**src/rtl/pin_handshake_ctl.sv**
```systemverilog
module pin_handshake_ctl #(
  parameter logic [3:0] PORT_RST = 4'hF
) (
  input  logic       clk,
  input  logic       rst_n,
  input  logic       port_we,
  input  logic [3:0] port_wdata,
  input  logic       en_flags_cmd,
  input  logic       en_dma_cmd,
  input  logic       ibf,
  input  logic       obf,
  input  logic       host_cs_n,
  input  logic       host_rd_n,
  input  logic       host_wr_n,
  input  logic       dack_n,
  output logic [3:0] pin_out,
  output logic       pin3_oe,
  output logic       buf_sel
);

  logic [3:0] port_q;
  logic       flag_mode, dma_mode, drq;
  logic       rd_q, wr_q, dack_q;
  logic       ack_done;

  assign ack_done = dack_q & ((host_rd_n & ~rd_q) | (host_wr_n & ~wr_q));

  always_ff @(posedge clk or negedge rst_n) begin
    if (!rst_n) begin
      port_q    <= PORT_RST;
      flag_mode <= 1'b0;
      dma_mode  <= 1'b0;
      drq       <= 1'b0;
      rd_q      <= 1'b1;
      wr_q      <= 1'b1;
      dack_q    <= 1'b0;
    end else begin
      if (port_we) port_q <= port_wdata;
      if (en_flags_cmd) flag_mode <= 1'b1;
      if (en_dma_cmd)   dma_mode  <= 1'b1;
      if (en_dma_cmd || ack_done) drq <= 1'b0;
      else if (port_we && port_wdata[2]) drq <= 1'b1;
      rd_q   <= host_rd_n;
      wr_q   <= host_wr_n;
      dack_q <= dma_mode & ~dack_n;
    end
  end

  assign pin_out[0] = flag_mode ? (port_q[0] & obf)  : port_q[0];
  assign pin_out[1] = flag_mode ? (port_q[1] & ~ibf) : port_q[1];
  assign pin_out[2] = dma_mode  ? drq                : port_q[2];
  assign pin_out[3] = port_q[3];
  assign pin3_oe    = ~dma_mode;
  assign buf_sel    = ~host_cs_n | (dma_mode & ~dack_n);

endmodule

```
**config.mk**
```make
export PLATFORM = sky130hd
export DESIGN_NAME = pin_handshake_ctl
export DESIGN_NICKNAME = d
export VERILOG_FILES = /design/src/rtl/pin_handshake_ctl.sv
export SDC_FILE = /design/constraint.sdc
export NUM_CORES = 1
export LEC_CHECK = 0
export CORE_AREA = 2 2 40 42
export CTS_CLUSTER_SIZE = 30
export DETAILED_ROUTE_END_ITERATION = 8
export DIE_AREA = 0 0 42 44
export GPL_TIMING_DRIVEN = 0
export PLACE_DENSITY = 0.6
export SYNTH_ARGS = -nofsm -noshare
export SYNTH_HDL_FRONTEND = slang
export SYNTH_SLANG_ARGS = --single-unit
```
**constraint.sdc**
```tcl
create_clock -name clk -period 1.14 [get_ports clk]
set_clock_uncertainty 0.2 [all_clocks]
set_input_delay 0.342 -clock clk [delete_from_list [all_inputs] [get_ports clk]]
set_output_delay 0.342 -clock clk [all_outputs]
set_load 0.01 [all_outputs]
```
==> results of run 1 <==
==> sequential cells by signal, indices dropped and copies added, names as in the netlist <==
signal / count
dma_mode: 1
flag_mode: 1
drq: 1
wr_q: 1
port_q: 4
rd_q: 1
dack_q: 1
==> repair_timing <==
item                       4_1_cts  5_1_grt
gates resized for setup         35        0
buffers inserted                 1        0
gates cloned                     0        0
pin swaps                        2        0
setup endpoints to repair       11        7
==> per-stage QoR <==
stage | hold WS [ns] | TNS (ns)
2_1_floorplan | -0.154 | -0.275
3_3_place_gp | 0.227 | -7.65
3_5_place_dp | 0.257 | -7.51
4_1_cts | 0.116 | -2.62
5_1_grt | 0.123 | -2.74
6_report | 0.127 | -2.48
==> power breakdown <==
part / switching, mW / internal (mW) / total, mW
clock: 0.116 / 0.194 / 0.309
combinational: 0.0429 / 0.0822 / 0.125
sequential: 0.0113 / 0.390 / 0.402
==> final cells by class <==
class	count	area, um2	share of cell area
clock buffer	4	36.3	0.0541
tap	16	20.0	0.0299
sequential	10	258	0.384
inverter	4	17.5	0.0261
multi-input combinational	14	149	0.222
timing repair buffer	21	190	0.284
==> layer usage <==
metal / track usage / up-vias / share of wire
li1: - / 143 / -
met1: 0.120 / 143 / 0.41
met2: 0.163 / 18 / 0.45
met3: 0.0500 / 4 / 0.12
met4: 0.0968 / 0 / 0.022
met5: 0 / - / 0
==> placed cells by master (no fill, tap or decap), types with 2 or more instances in the layout <==
master	count
clkdlybuf4s50_1	9
dfstp_2	6
dlygate4sd2_1	5
mux2_2	4
dfrtp_1	4
inv_1	3
clkbuf_4	3
buf_2	3
buf_6	3
or2_2	2
==> critical path, stage by stage, from the launching register on <==
cell and delay (ns):
dfrtp_1 0.39, mux2_4 0.31, buf_6 0.12
==> cells by family after synthesis <==
logic type / count (synthesis) / share of synthesized area
AO/OA/AOI/OAI: 6 / 0.119
buffers and inverters: 5 / 0.0562
flip-flops: 10 / 0.644
multiplexers: 5 / 0.141
AND/OR/NAND/NOR: 3 / 0.0406
==> Yosys cell counts <==
| master | n |
|---|---|
| dfrtp_1 | 4 |
| nor2_1 | 1 |
| o22ai_1 | 1 |
| a21oi_2 | 1 |
| o21ai_0 | 1 |
| a21boi_0 | 2 |
| buf_4 | 1 |
| inv_1 | 4 |
| dfstp_2 | 6 |
| or2_2 | 2 |
| mux2_2 | 5 |
| a211oi_2 | 1 |
==> final timing paths <==
kind,startpoint,to
worst min register to register,dack_q,drq
worst max-delay path,dma_mode,pin_out[2]
worst min-delay path,host_rd_n,rd_q
max in group asynchronous,rst_n,port_q[2]
min in group asynchronous,rst_n,flag_mode
worst max register to register,dma_mode,dma_mode
==> impl_metrics.csv, run 1 <==
group,metric,value,unit
global_route,overflow,0,
global_route,grt_pass1_wl,1410,um
routing,vias_per_cell,4.46,
placement,place.gp.congestion,0.625,
clocking,clk_pin_slew,0.06,ns
worst_setup_path,reg2reg_depth,2,
outcome,status,"complete, but fails checks",
sta,timing.fmax,616,MHz
routing,wl,787,um
synthesis,syn_inst,29,
synthesis,syn_area,400,um2
routing,drt_iter0_drc,1,
synthesis,yosysTopAreaCellShare,0.394,
clocking,root_buffer,"clkbuf_4",
global_route,grt_max_degree,11,
synthesis,avgSynthCellArea,13.8,um2
placement,io_buffers,20,
worst_setup_path,end_kind,"output port",
synthesis,synth_seq_area_share,0.644,
routing,wire_per_inst,11.4,um
sta,final_hold_viol_count,0,
routing,vias,308,
global_route,grt_pass1_vias,340,
clocking,clock_latency,0.26,ns
power_and_ir_drop,p_leak,0.297,nW
worst_setup_path,critPathLaunchType,"flip-flop",
worst_setup_path,cp_max_fo,2,
cells_and_area,fin_util,0.473,
die,die_area,0.00185,mm2
cells_and_area,drive_gt1_frac,0.585,
min_path,hold_path.class,"input port to flip-flop",
synthesis,synth-seq-cells,10,
cells_and_area,fillers,133,
cells_and_area,stdcell_count,69,
die,die_h,44,um
clocking,cts_buffer_depth,2,
clocking,htreeDepth,1,
outcome,violations,"negative setup slack",
worst_setup_path,path_class,"flip-flop to output port",
global_route,grt_usage,0.110,
die,initial_core_util,0.282,
sta,min_period,1.62,ns
sta,slew_headroom,0.707,
worst_setup_path,required,0.60,ns
clocking,cts_tree,"done",
cells_and_area,diodes,0,
routing,antenna_left,0,
power_and_ir_drop,powerDensity,1250,mW/mm2
clocking,cts_made_buffers,3,
placement,hpwlAfterDp,601,um
sta,grt_setup_unrepaired,"yes",
sta,worstMarginPinSlew,0.438,ns
worst_setup_path,critical_path_arrival,1.08,ns
synthesis,yosysWarnings,0,
routing,drt_pass1_iterations,2,
sta,setup_ws,-0.483,ns
power_and_ir_drop,fin_total_pwr,0.836,mW
synthesis,synth_area_leaders,"dfstp_2 39%, dfrtp_1 25%, mux2_2 14%, a21boi_0 3.8%, inv_1 3.8%",
cells_and_area,syn2layout_area_growth,67.5,%
worst_setup_path,ff2ff_setup_slack,0,ns
cells_and_area,finalNetCount,69,
synthesis,syn-num-nets,44,
global_route,antenna_found_initial,0,
clocking,ctsHoldBuffers,0,
sta,finalSetupViolCount,7,
synthesis,synth_top_area_cell,"dfstp_2",
synthesis,synth.distinct_cells,12,
die,rows,14,
clocking,clock-sinks,10,
power_and_ir_drop,peakVddDrop,0.523,mV
die,fp.coreArea,0.00142,mm2
sta,min_period_over_period,1.42,
placement,dp.cells,65,
routing,drc_errors,0,
flow_run,drv_cap,0,
sta,slew_violations,0,
cells_and_area,stdcell_area,671,um2
placement,placed_area,647,um2
placement,dpl_worst_slack,-0.879,ns
die,ios,21,
min_path,min_path_cells,1,
die,die_w,42,um
(Power assumes the default switching activity.)
==> run 2, diff against run 1 <==
- ABC_CLOCK_PERIOD_IN_PS: default -> 1140
- CTS_CLUSTER_DIAMETER: default -> 100
==> results of run 2 <==
The final DEF is identical to that of run 1; final timing and power are the same.
